==> src/rtl/pci_obd_pkg.sv <==
package pci_obd_pkg;

   typedef enum logic [3:0] {
      CMD_IDLE   = 4'h0,
      CMD_MEM_RD = 4'h6,
      CMD_MEM_WR = 4'h7,
      CMD_CFG_RD = 4'hA,
      CMD_CFG_WR = 4'hB
   } bus_cmd_e;

   function automatic bus_cmd_e pick_cmd(input logic cfg_mode, input logic is_write);
      bus_cmd_e c;
      case ({cfg_mode, is_write})
         2'b00:   c = CMD_MEM_RD;
         2'b01:   c = CMD_MEM_WR;
         2'b10:   c = CMD_CFG_RD;
         default: c = CMD_CFG_WR;
      endcase
      return c;
   endfunction

endpackage

==> src/rtl/obd_ctl_reg.sv <==
module obd_ctl_reg #(
   parameter int CTL_W    = 32,
   parameter int MODE_BIT = 1,
   parameter int HI_LSB   = 2,
   parameter int HI_W     = 2
) (
   input  logic             clk,
   input  logic             rst_n,
   input  logic             wr_en,
   input  logic [CTL_W-1:0] wr_data,
   output logic             cfg_mode,
   output logic [HI_W-1:0]  hi_bits,
   output logic [CTL_W-1:0] rd_data
);
   if (MODE_BIT >= CTL_W || HI_LSB + HI_W > CTL_W)
      $error("obd_ctl_reg: control fields do not fit in CTL_W");
   if (MODE_BIT >= HI_LSB && MODE_BIT < HI_LSB + HI_W)
      $error("obd_ctl_reg: mode bit overlaps upper address field");

   logic            mode_q;
   logic [HI_W-1:0] hi_q;

   always_ff @(posedge clk or negedge rst_n) begin
      if (!rst_n) begin
         mode_q <= 1'b0;
         hi_q   <= '0;
      end else if (wr_en) begin
         mode_q <= wr_data[MODE_BIT];
         hi_q   <= wr_data[HI_LSB +: HI_W];
      end
   end

   always_comb begin
      rd_data                  = '0;
      rd_data[MODE_BIT]        = mode_q;
      rd_data[HI_LSB +: HI_W]  = hi_q;
   end

   assign cfg_mode = mode_q;
   assign hi_bits  = hi_q;
endmodule

==> src/rtl/obd_window.sv <==
module obd_window #(
   parameter int          ADDR_W        = 32,
   parameter int          HI_W          = 2,
   parameter logic [1:0]  WIN_TAG       = 2'b10,
   parameter int          CFG_SPAN_LOG2 = 20
) (
   input  logic [ADDR_W-1:0] addr,
   output logic              claimed,
   output logic              cfg_off_ok
);
   localparam int OFF_W = ADDR_W - HI_W;

   if (HI_W != 2)
      $error("obd_window: window tag is two bits wide");
   if (CFG_SPAN_LOG2 < 3 || CFG_SPAN_LOG2 >= OFF_W)
      $error("obd_window: configuration span must lie inside the window");

   assign claimed    = (addr[ADDR_W-1 -: HI_W] == WIN_TAG);
   assign cfg_off_ok = (addr[OFF_W-1:CFG_SPAN_LOG2] == '0);
endmodule

==> src/rtl/obd_compose.sv <==
module obd_compose
   import pci_obd_pkg::*;
#(
   parameter int ADDR_W        = 32,
   parameter int HI_W          = 2,
   parameter int CFG_SPAN_LOG2 = 20,
   parameter int BE_W          = ADDR_W / 8
) (
   input  logic [ADDR_W-1:0] addr,
   input  logic [BE_W-1:0]   be,
   input  logic              is_write,
   input  logic              cfg_mode,
   input  logic [HI_W-1:0]   hi_bits,
   output logic [ADDR_W-1:0] out_addr,
   output logic [BE_W-1:0]   out_be,
   output logic [3:0]        out_cmd
);
   localparam int OFF_W   = ADDR_W - HI_W;
   localparam int ALIGN_W = $clog2(BE_W);

   if (ADDR_W % 8 != 0 || BE_W * 8 != ADDR_W)
      $error("obd_compose: address width must be a whole number of byte lanes");

   logic [ADDR_W-1:0] mem_a;
   logic [ADDR_W-1:0] cfg_a;

   always_comb begin
      mem_a = {hi_bits, addr[OFF_W-1:0]};
      cfg_a = '0;
      cfg_a[CFG_SPAN_LOG2-1:ALIGN_W] = addr[CFG_SPAN_LOG2-1:ALIGN_W];
   end

   assign out_addr = cfg_mode ? cfg_a : mem_a;
   assign out_cmd  = pick_cmd(cfg_mode, is_write);

   for (genvar lane = 0; lane < BE_W; lane++) begin : g_lane
      assign out_be[lane] = cfg_mode | be[lane];
   end
endmodule

==> src/rtl/pci_outbound_decoder.sv <==
module pci_outbound_decoder #(
   parameter int          ADDR_W        = 32,
   parameter int          CTL_W         = 32,
   parameter int          HI_W          = 2,
   parameter logic [1:0]  WIN_TAG       = 2'b10,
   parameter int          CFG_SPAN_LOG2 = 20,
   parameter int          MODE_BIT      = 1,
   parameter int          HI_LSB        = 2,
   parameter int          BE_W          = ADDR_W / 8
) (
   input  logic              clk,
   input  logic              rst_n,
   input  logic              ctl_wr_en,
   input  logic [CTL_W-1:0]  ctl_wr_data,
   output logic [CTL_W-1:0]  ctl_rd_data,
   input  logic              req_valid,
   input  logic              req_write,
   input  logic [ADDR_W-1:0] req_addr,
   input  logic [BE_W-1:0]   req_be,
   output logic              bus_valid,
   output logic [ADDR_W-1:0] bus_addr,
   output logic [3:0]        bus_cmd,
   output logic [BE_W-1:0]   bus_be,
   output logic              unclaimed,
   output logic              cfg_reject
);
   logic            cfg_mode;
   logic [HI_W-1:0] hi_bits;
   logic            claimed;
   logic            off_ok;
   logic [ADDR_W-1:0] nx_addr;
   logic [BE_W-1:0]   nx_be;
   logic [3:0]        nx_cmd;
   logic              issue;

   obd_ctl_reg #(
      .CTL_W(CTL_W), .MODE_BIT(MODE_BIT), .HI_LSB(HI_LSB), .HI_W(HI_W)
   ) u_ctl (
      .clk(clk), .rst_n(rst_n), .wr_en(ctl_wr_en), .wr_data(ctl_wr_data),
      .cfg_mode(cfg_mode), .hi_bits(hi_bits), .rd_data(ctl_rd_data)
   );

   obd_window #(
      .ADDR_W(ADDR_W), .HI_W(HI_W), .WIN_TAG(WIN_TAG), .CFG_SPAN_LOG2(CFG_SPAN_LOG2)
   ) u_win (
      .addr(req_addr), .claimed(claimed), .cfg_off_ok(off_ok)
   );

   obd_compose #(
      .ADDR_W(ADDR_W), .HI_W(HI_W), .CFG_SPAN_LOG2(CFG_SPAN_LOG2), .BE_W(BE_W)
   ) u_cmp (
      .addr(req_addr), .be(req_be), .is_write(req_write), .cfg_mode(cfg_mode),
      .hi_bits(hi_bits), .out_addr(nx_addr), .out_be(nx_be), .out_cmd(nx_cmd)
   );

   assign issue = req_valid & claimed & (~cfg_mode | off_ok);

   always_ff @(posedge clk or negedge rst_n) begin
      if (!rst_n) begin
         bus_valid  <= 1'b0;
         bus_addr   <= '0;
         bus_cmd    <= '0;
         bus_be     <= '0;
         unclaimed  <= 1'b0;
         cfg_reject <= 1'b0;
      end else begin
         bus_valid  <= issue;
         bus_addr   <= issue ? nx_addr : '0;
         bus_cmd    <= issue ? nx_cmd  : '0;
         bus_be     <= issue ? nx_be   : '0;
         unclaimed  <= req_valid & ~claimed;
         cfg_reject <= req_valid & claimed & cfg_mode & ~off_ok;
      end
   end
endmodule

==> config.mk <==
export PLATFORM = sky130hd
export DESIGN_NAME = pci_outbound_decoder
export DESIGN_NICKNAME = d
export VERILOG_FILES = /design/src/rtl/pci_obd_pkg.sv /design/src/rtl/obd_ctl_reg.sv /design/src/rtl/obd_window.sv /design/src/rtl/obd_compose.sv /design/src/rtl/pci_outbound_decoder.sv
export SDC_FILE = /design/constraint.sdc
export NUM_CORES = 1
export LEC_CHECK = 0
export BUFFER_PORTS_ARGS = -buffer_cell sky130_fd_sc_hd__clkbuf_2
export CAP_MARGIN = 10
export CORE_UTILIZATION = 42
export CTS_CLUSTER_DIAMETER = 50
export DETAILED_ROUTE_END_ITERATION = 6
export PLACE_DENSITY = 0.85
export SYNTH_ARGS = -nofsm -noshare
export SYNTH_HDL_FRONTEND = slang
export SYNTH_SLANG_ARGS = --single-unit
==> constraint.sdc <==
create_clock -name clk -period 2.35 [get_ports clk]
set_input_delay 0.235 -clock clk [delete_from_list [all_inputs] [get_ports clk]]
set_output_delay 0.235 -clock clk [all_outputs]
set_load 0.02 [all_outputs]
==> results of run 1 <==
## layout by cell type (no fill, tap or decap), types with 2 or more instances in the layout
cell type / n
sky130_fd_sc_hd__clkbuf_2: 89
sky130_fd_sc_hd__dfrtp_1: 45
sky130_fd_sc_hd__conb_1: 29
sky130_fd_sc_hd__nand2_1: 25
sky130_fd_sc_hd__nor2_1: 13
sky130_fd_sc_hd__and3_1: 13
sky130_fd_sc_hd__nor2_2: 10
sky130_fd_sc_hd__clkbuf_8: 5
sky130_fd_sc_hd__a21oi_1: 4
sky130_fd_sc_hd__inv_1: 2
sky130_fd_sc_hd__nand3_1: 2
sky130_fd_sc_hd__nor4_4: 2
sky130_fd_sc_hd__mux2_2: 2
sky130_fd_sc_hd__buf_4: 2
## worst reg2reg max path: stages, from the launching register on
cell and delay (ps):
sky130_fd_sc_hd__dfrtp_1 430, sky130_fd_sc_hd__inv_1 270, sky130_fd_sc_hd__a31oi_2 220, sky130_fd_sc_hd__buf_4 290
sky130_fd_sc_hd__nor2_1 90
## area by class of cell
class | instances | area (µm²)
inverters | 2 | 7.51
fillers | 366 | 1810
clock buffers | 5 | 68.8
clock inverters | 2 | 35.0
multi-input cells | 107 | 544
repair buffers | 91 | 460
flip-flops and latches | 45 | 1130
well taps | 50 | 62.6
## power breakdown
part / switching, mW / total, mW / internal (mW)
logic: 0.145 / 0.204 / 0.0591
clock network: 0.232 / 0.541 / 0.309
registers: 0.00855 / 0.803 / 0.795
total: 0.386 / 1.55 / 1.16
## state kept, by name, indices dropped and copies added, names as in the netlist
signal	cells
bus_be	4
u_ctl.cfg_mode	1
bus_cmd	4
unclaimed	1
cfg_reject	1
bus_addr	32
u_ctl.hi_bits	2
## cells in the mapped netlist, types with 2 or more instances
cell type,count
sky130_fd_sc_hd__inv_1,2
sky130_fd_sc_hd__nor2_2,10
sky130_fd_sc_hd__buf_4,31
sky130_fd_sc_hd__nand2_1,25
sky130_fd_sc_hd__nand3_1,2
sky130_fd_sc_hd__buf_2,4
sky130_fd_sc_hd__mux2_2,2
sky130_fd_sc_hd__a21oi_1,4
sky130_fd_sc_hd__nor2_1,13
sky130_fd_sc_hd__and3_1,13
sky130_fd_sc_hd__buf_6,2
sky130_fd_sc_hd__nor4_4,2
sky130_fd_sc_hd__dfrtp_1,45
## stage by stage
step / cells / setup slack (ps)
3_5_place_dp: 295 / 911
5_1_grt: 302 / 789
3_3_place_gp: 295 / 909
6_report: 302 / 938
4_1_cts: 302 / 896
2_1_floorplan: 193 / 1260
## per-layer routing
metal | GRT usage | up-vias | part of all wire
met5 | 0 | - | 0
met4 | 0.0599 | 0 | 0.012
met3 | 0.0461 | 5 | 0.11
met2 | 0.271 | 85 | 0.49
met1 | 0.156 | 601 | 0.39
li1 | - | 635 | -
## worst paths after layout
check,to,slack (ps)
worst max-delay path,bus_addr[6],940
worst min-delay path,cfg_reject,130
worst max register to register,bus_addr[6],940
worst min register to register,u_ctl.hi_bits[1],530
max in group asynchronous,bus_addr[31],1570
min in group clk,bus_addr[4],130
## cell families after synthesis
| family | count (synthesis) | share of synthesized area |
|---|---|---|
| multiplexers | 2 | 0.0121 |
| buffers and inverters | 41 | 0.157 |
| other | 1 | 0.00202 |
| AO/OA/AOI/OAI | 7 | 0.0243 |
| AND/OR/NAND/NOR | 69 | 0.198 |
| flip-flops | 45 | 0.606 |
==> impl_summary.log, run 1 <==
[metrics] result of the run: finished clean
[metrics] minimum clock period after layout: around 1400 ps
[metrics] die footprint: 0.00469 mm²
[metrics] Achievable Freq: about 0.71 GHz
[metrics] Leak: 1.37 nW
[metrics] worst-path cell chain: inv_1 -> a31oi_2 -> buf_4 -> nor2_1
[metrics] Worst path top cell family by delay: buffers and inverters
[metrics] fin nets: between 300 and 400
[metrics] Fin. Hold Viols: 0
[metrics] Placement Rows: 23
[metrics] Post-CTS Hold Fix Bufs: 0
[metrics] initial antenna violation count: 0
[metrics] starting DRC count in detailed routing: a little under 70
[metrics] routed wire length per instance: between 10 and 15 µm
[metrics] dominant register cell in the synthesized netlist: sky130_fd_sc_hd__dfrtp_1
[metrics] fraction of layout instances using a drive strength above 1: 0.452
[metrics] initial core utilization: 0.451
[metrics] element type at the critical path end: flip-flop
[metrics] number of primary I/O pins: 148
[metrics] beginning of the critical path: u_ctl.cfg_mode
[metrics] worst skew pair latency: approximately 280 ps
[metrics] Critical Path Source Type: flip-flop
[metrics] cell depth of the worst flop-to-flop path: 4
[metrics] crit share post-route: 0.601
[metrics] number of buffers inserted during clock tree synthesis: 5
[metrics] via count of the first global-routing pass: between 1k and 1.5k
[metrics] post-route DRC violation count: 0
[metrics] Fin Hold WS: between 100 and 150 ps
[metrics] Buffers on Ports: 89
[metrics] synthesis-to-finish area growth: 24.1%
[metrics] # resized after CTS: 0
[metrics] Detailed Place HPWL: approximately 2600 µm
[metrics] CP arrival: 1580 ps
[metrics] critical path buffer and inverter count: 2
[metrics] antenna cell count: 0
[metrics] worst vdd rail ir drop: between 0.2 and 0.25 mV
[metrics] core box area: about 0.004 mm²
[metrics] largest incremental delay on the critical path: ~430 ps
[metrics] worst-case clock skew: 1.95 ps
[metrics] Seq/Total Area, Yosys: 0.606
[metrics] critical path required time: 2520 ps
[metrics] number of max-cap violations: 0
[metrics] share of Yosys cell area claimed by the top area cell type: 0.606
[metrics] post-DR vias/cell: approximately 4.4
[metrics] classification of the worst setup path: reg -> reg
[metrics] unrepaired setup endpoints after global routing: no
[metrics] global-route wire length before repair: 5110 µm
[metrics] Die Span X: between 60 and 70 µm
[metrics] Post-Syn Area per Cell: 11.3 µm²
[metrics] vias after detailed routing: roughly 1.3k
[metrics] pin slew with the least headroom to its limit: around 1100 ps
[metrics] top cells by area, synth: sky130_fd_sc_hd__dfrtp_1, sky130_fd_sc_hd__buf_4, sky130_fd_sc_hd__nand2_1, sky130_fd_sc_hd__and3_1, sky130_fd_sc_hd__nor2_2
[metrics] #FFs+latches synth: 45
[metrics] total non-filler cell area in the finished layout: 0.00230 mm²
[metrics] type of the worst min-delay path: in -> async
[metrics] first-pass detailed-route iteration total: 4
[metrics] Pwr per Cell Area: about 670 mW/mm²
[metrics] count of clock tree sinks: 45
[metrics] routability congestion estimate from global placement: ~0.61
[metrics] clock edge transition at the registers on the reported setup and hold paths: about 80 ps
[metrics] sum of negative setup slack: 0 ps
[metrics] synth warn: 0
[metrics] Worst path slowest cell: sky130_fd_sc_hd__dfrtp_1
[metrics] Max-Slew Margin vs Limit: 0.290
[metrics] Post-synth EDFFs: 0
[metrics] final number of max-transition violations: 0
[metrics] # Post-CTS Setup Buffers: 0
[metrics] placed inst area: between 0.002 and 0.0025 mm²
[metrics] utilization after layout: 0.560
[metrics] Overall Power: 1.55 mW
[metrics] WL final: approximately 3400 µm
[metrics] number of cells on the critical path: 4
[metrics] die boundary height: around 68 µm
[metrics] summed instance area of the synthesized netlist: ~0.0019 mm²
[metrics] number of setup violations in the final report: 0
[metrics] Post-Syn Instances: 165
[metrics] post-route ant nets: 0
[metrics] Crit Path Max Fanout: 20
[metrics] Clock H-tree levels: 2
[metrics] GRT Util Overall: 0.148
[metrics] final global-route overflow total: 0
[metrics] maximum clock insertion buffer count: 2
[metrics] pin count of the biggest net entering global routing: 46
[metrics] proportion of synthesized flip-flops having asynchronous set or reset: 1.00
[metrics] TritonCTS clock tree: yes
[metrics] library cell used as clock root buffer: sky130_fd_sc_hd__clkbuf_8
[metrics] launch instance of the worst register-to-register path: u_ctl.cfg_mode
[metrics] library cell with the largest summed area after synthesis: sky130_fd_sc_hd__dfrtp_1
[metrics] synth unique cells: 23
Power figures use the tool's default switching activity.
==> inputs of run 2 (changes only) <==
--- a/config.mk
+++ b/config.mk
@@ -5,12 +5,13 @@
 export SDC_FILE = /design/constraint.sdc
 export NUM_CORES = 1
 export LEC_CHECK = 0
+export ABC_AREA = 1
 export BUFFER_PORTS_ARGS = -buffer_cell sky130_fd_sc_hd__clkbuf_2
 export CAP_MARGIN = 10
-export CORE_UTILIZATION = 42
+export CORE_UTILIZATION = 38
 export CTS_CLUSTER_DIAMETER = 50
 export DETAILED_ROUTE_END_ITERATION = 6
-export PLACE_DENSITY = 0.85
+export PLACE_DENSITY = 0.79
 export SYNTH_ARGS = -nofsm -noshare
 export SYNTH_HDL_FRONTEND = slang
 export SYNTH_SLANG_ARGS = --single-unit
==> constraint.sdc (replaced) <==
create_clock -name clk -period 1.5 [get_ports clk]
set_input_delay 0.15 -clock clk [delete_from_list [all_inputs] [get_ports clk]]
set_output_delay 0.15 -clock clk [all_outputs]
set_load 0.02 [all_outputs]
==> run 2 against run 1 <==
  * The run now ends with design-rule violations left
  * Largest cell class unchanged
  * Non-clock buffer count rose by 2
  * Critical path type is now reg -> out
  * Clock-buffer cell count rose by 1
  * Synthesized cell count rose by 10%
  * Highest routed layer unchanged
  * Design area fell by 1.4%
  * Synthesized area fell by 2.2%
==> impl_summary.log, run 2 <==
[metrics] result of the run: complete, but fails checks (was finished clean)
[metrics] violated checks: design-rule violations
[metrics] post-DR vias/cell: 3.98 (was 4.39)
[metrics] fraction of layout instances using a drive strength above 1: 0.371 (was 0.452)
[metrics] fin nets: 347 (was 325)
[metrics] Post-CTS Hold Fix Bufs: 1 (was 0)
[metrics] startpoint of the tightest hold check path: req_addr[4]
[metrics] leading cell type in the layout, fill and taps excluded: sky130_fd_sc_hd__clkbuf_2 (unchanged)
[metrics] Critical Path Source Type: flip-flop (unchanged)
[metrics] via count of the first global-routing pass: 1249 (was 1147)
[metrics] post-route DRC violation count: 10 (was 0)
[metrics] largest incremental delay on the critical path: 390 ps (was 430 ps)
[metrics] dominant register cell in the synthesized netlist: sky130_fd_sc_hd__dfrtp_1 (unchanged)
[metrics] CP arrival: 1010 ps (was 1580 ps)
[metrics] classification of the worst setup path: reg -> out (was reg -> reg)
[metrics] total non-filler cell area in the finished layout: 0.00227 mm² (was 0.00230 mm²)
[metrics] worst skew pair latency: 290 ps (was 280 ps)
[metrics] Buffers on Ports: 89 (unchanged)
[metrics] Max-Slew Margin vs Limit: 0.634 (was 0.290)
[metrics] Min-Delay Endpoint: bus_addr[4]
[metrics] summed instance area of the synthesized netlist: 0.00182 mm² (was 0.00186 mm²)
[metrics] post-route ant nets: 0 (unchanged)
[metrics] WL final: 3250 µm (was 3440 µm)
[metrics] number of max-cap violations: 0 (unchanged)
[metrics] Detailed Place HPWL: 2380 µm (was 2590 µm)
[metrics] top flop regs: bus_addr x32, bus_be x4, bus_cmd x4 (unchanged)
[metrics] maximum clock insertion buffer count: 2 (unchanged)
[metrics] sum of negative setup slack: 0 ps (unchanged)
[metrics] cell depth of the worst flop-to-flop path: 4 (unchanged)
[metrics] # Post-CTS Setup Buffers: 0 (unchanged)
[metrics] TritonCTS clock tree: yes (unchanged)
[metrics] share of Yosys cell area claimed by the top area cell type: 0.620 (was 0.606)
[metrics] clock edge transition at the registers on the reported setup and hold paths: 80 ps (about the same)
[metrics] critical path required time: 1350 ps (was 2520 ps)
[metrics] number of primary I/O pins: 148 (unchanged)
[metrics] synth unique cells: 16 (was 23)
[metrics] Seq/Total Area, Yosys: 0.620 (was 0.606)
[metrics] library cell used as clock root buffer: sky130_fd_sc_hd__clkbuf_8 (unchanged)
[metrics] minimum clock period after layout: between 1000 and 1500 ps
[metrics] pin count of the biggest net entering global routing: 46 (unchanged)
[metrics] Fin. Hold Viols: 0 (unchanged)
[metrics] Post-Syn Area per Cell: 9.98 µm² (was 11.3 µm²)
[metrics] routability congestion estimate from global placement: 0.727 (was 0.606)
[metrics] Leak: 1.46 nW (was 1.37 nW)
[metrics] most frequent cell after synthesis: sky130_fd_sc_hd__nor2_1 (was sky130_fd_sc_hd__dfrtp_1)
[metrics] Placement Rows: 24 (was 23)
[metrics] Pwr per Cell Area: 1000 mW/mm² (was 672 mW/mm²)
[metrics] type of the worst min-delay path: in -> reg (was in -> async)
[metrics] setup slack on the worst flop-to-flop path: 410 ps (was 940 ps)
[metrics] capture instance of the worst register-to-register path: bus_be[1] (was bus_addr[6])
[metrics] Crit Path Max Fanout: 9 (was 20)
[metrics] top library cells by usage in the layout, fill and taps aside: sky130_fd_sc_hd__clkbuf_2, sky130_fd_sc_hd__nor2_1, sky130_fd_sc_hd__dfrtp_1 (was sky130_fd_sc_hd__clkbuf_2, sky130_fd_sc_hd__dfrtp_1, sky130_fd_sc_hd__conb_1)
[metrics] #FFs+latches synth: 45 (unchanged)
[metrics] core box area: 0.00447 mm² (was 0.00412 mm²)
[metrics] initial antenna violation count: 0 (unchanged)
[metrics] crit share post-route: 0.773
[metrics] Worst path slowest cell: sky130_fd_sc_hd__dfrtp_1 (unchanged)
[metrics] number of setup violations in the final report: 0 (unchanged)
[metrics] Post-synth EDFFs: 0 (unchanged)
[metrics] Storage cell area: 0.00113 mm² (unchanged)
[metrics] Overall Power: 2.27 mW (was 1.55 mW)
[metrics] worst-case clock skew: 7.81 ps (was 1.95 ps)
[metrics] final global-route overflow total: 0 (unchanged)
[metrics] # resized after CTS: 0 (unchanged)
[metrics] Achievable Freq: ~0.86 GHz
[metrics] combined area of the multi-input logic cells: 423 µm² (was 544 µm²)
[metrics] count of clock tree sinks: 45 (unchanged)
[metrics] synthesis-to-finish area growth: 25.1% (was 24.1%)
[metrics] number of filler instances in the final layout: 417 (was 366)
[metrics] synth cell count leaders: sky130_fd_sc_hd__nor2_1, sky130_fd_sc_hd__dfrtp_1, sky130_fd_sc_hd__buf_4 (was sky130_fd_sc_hd__dfrtp_1, sky130_fd_sc_hd__buf_4, sky130_fd_sc_hd__nand2_1)
[metrics] initial core utilization: 0.406 (was 0.451)
[metrics] pin slew with the least headroom to its limit: 549 ps (was 1060 ps)
[metrics] worst-path cell chain: buf_4 -> clkbuf_2 (was inv_1 -> a31oi_2 -> buf_4 -> nor2_1)
[metrics] Die Span X: 71.1 µm (was 68.5 µm)
[metrics] top cells by area, synth: sky130_fd_sc_hd__dfrtp_1, sky130_fd_sc_hd__buf_4, sky130_fd_sc_hd__nor2_1, sky130_fd_sc_hd__inv_1, sky130_fd_sc_hd__nand2_1 (was sky130_fd_sc_hd__dfrtp_1, sky130_fd_sc_hd__buf_4, sky130_fd_sc_hd__nand2_1, sky130_fd_sc_hd__and3_1, sky130_fd_sc_hd__nor2_2)
[metrics] worst vdd rail ir drop: 0.331 mV (was 0.230 mV)
[metrics] first-pass detailed-route iteration total: 7 (was 4)
[metrics] proportion of synthesized flip-flops having asynchronous set or reset: 1.00 (unchanged)
[metrics] vias after detailed routing: 1302 (was 1326)
[metrics] Post-Syn Instances: 182 (was 165)
[metrics] flip-flop count of the largest register after layout: 32 (unchanged)
[metrics] launch instance of the worst register-to-register path: u_ctl.cfg_mode (unchanged)
[metrics] final number of max-transition violations: 0 (unchanged)
[metrics] GRT Util Overall: 0.144 (was 0.148)
[metrics] number of instances on the worst hold path: 3
[metrics] starting DRC count in detailed routing: 42 (was 69)
[metrics] die boundary height: 71.1 µm (was 68.5 µm)
[metrics] antenna cell count: 0 (unchanged)
[metrics] Clock H-tree levels: 2 (unchanged)
[metrics] number of buffers inserted during clock tree synthesis: 5 (unchanged)
[metrics] routed wire length per instance: 9.94 µm (was 11.4 µm)
[metrics] element type at the critical path end: output port (was flip-flop)
[metrics] global-route wire length before repair: 5440 µm (was 5110 µm)
[metrics] top register by number of flip-flops: bus_addr (unchanged)
[metrics] placed inst area: 0.00218 mm² (was 0.00220 mm²)
[metrics] synth warn: 0 (unchanged)
[metrics] library cell with the largest summed area after synthesis: sky130_fd_sc_hd__dfrtp_1 (unchanged)
[metrics] die footprint: 0.00506 mm² (was 0.00469 mm²)
[metrics] unrepaired setup endpoints after global routing: no (unchanged)
-- run 2: cell types whose count changed after synthesis, moves of 3 or more --
cell and delta:
sky130_fd_sc_hd__inv_1 +23, sky130_fd_sc_hd__and3_1 -13, sky130_fd_sc_hd__buf_2 -3, sky130_fd_sc_hd__nand2_1 -9, sky130_fd_sc_hd__a21oi_1 -4, sky130_fd_sc_hd__o21ai_0 +3, sky130_fd_sc_hd__nor2_2 -10, sky130_fd_sc_hd__nor2_1 +34
-- run 2: through the flow --
step	utilization	std cells	hold WS (ps)	worst slack, ps
3_5_place_dp	0.487	318	267	282
4_1_cts	0.508	327	20.9	320
5_1_grt	0.508	327	21.9	289
2_1_floorplan	-	210	-146	389
3_3_place_gp	0.487	318	263	343
6_report	0.508	327	34.0	340
-- run 2: cells by family (layout without fill, tap and decap cells) --
kind of cell | count (synthesis) | after routing | share of synthesized area
buffers and inverters | 62 | 127 | 0.205
flip-flops | 45 | 45 | 0.620
other | 1 | 29 | 0.00206
AND/OR/NAND/NOR | 69 | 69 | 0.150
AO/OA/AOI/OAI | 5 | 5 | 0.0227
-- run 2: per-layer routing --
| layer | global-route usage | vias to the layer above | routed length [µm] |
|---|---|---|---|
| met1 | 0.146 | 572 | 1190 |
| met2 | 0.257 | 79 | 1660 |
| met5 | 0 | - | 0 |
| li1 | - | 648 | - |
| met4 | 0.0600 | 0 | 30 |
| met3 | 0.0613 | 3 | 368 |
-- run 2: cell type report --
cell class / count / share of cell area
Inverter: 26 / 0.0430
Clock buffer: 6 / 0.0319
Timing Repair Buffer: 93 / 0.210
Tap cell: 52 / 0.0286
Clock inverter: 2 / 0.00441
Sequential cell: 45 / 0.496
Multi-Input combinational cell: 103 / 0.186
-- run 2: how the worst max path moves through the flow --
stage,start,end,slack [ps]
4_1_cts,u_ctl.cfg_mode,ctl_rd_data[1],320
3_3_place_gp,req_addr[25],bus_addr[12],340
6_report,u_ctl.cfg_mode,ctl_rd_data[1],340
2_1_floorplan,u_ctl.cfg_mode,bus_be[2],390
5_1_grt,u_ctl.cfg_mode,ctl_rd_data[1],290
3_5_place_dp,req_addr[25],bus_be[1],280
-- run 2: report_power, final --
group / switching [mW] / internal, mW
registers: 0.00977 / 1.24
logic: 0.219 / 0.0970
clock network: 0.381 / 0.323
total: 0.610 / 1.66
-- run 2: worst max-delay path, delay by kind of cell (launching register included) --
kind                   cells  cell delay, ps
flip-flops                 1             390
buffers and inverters      2             330
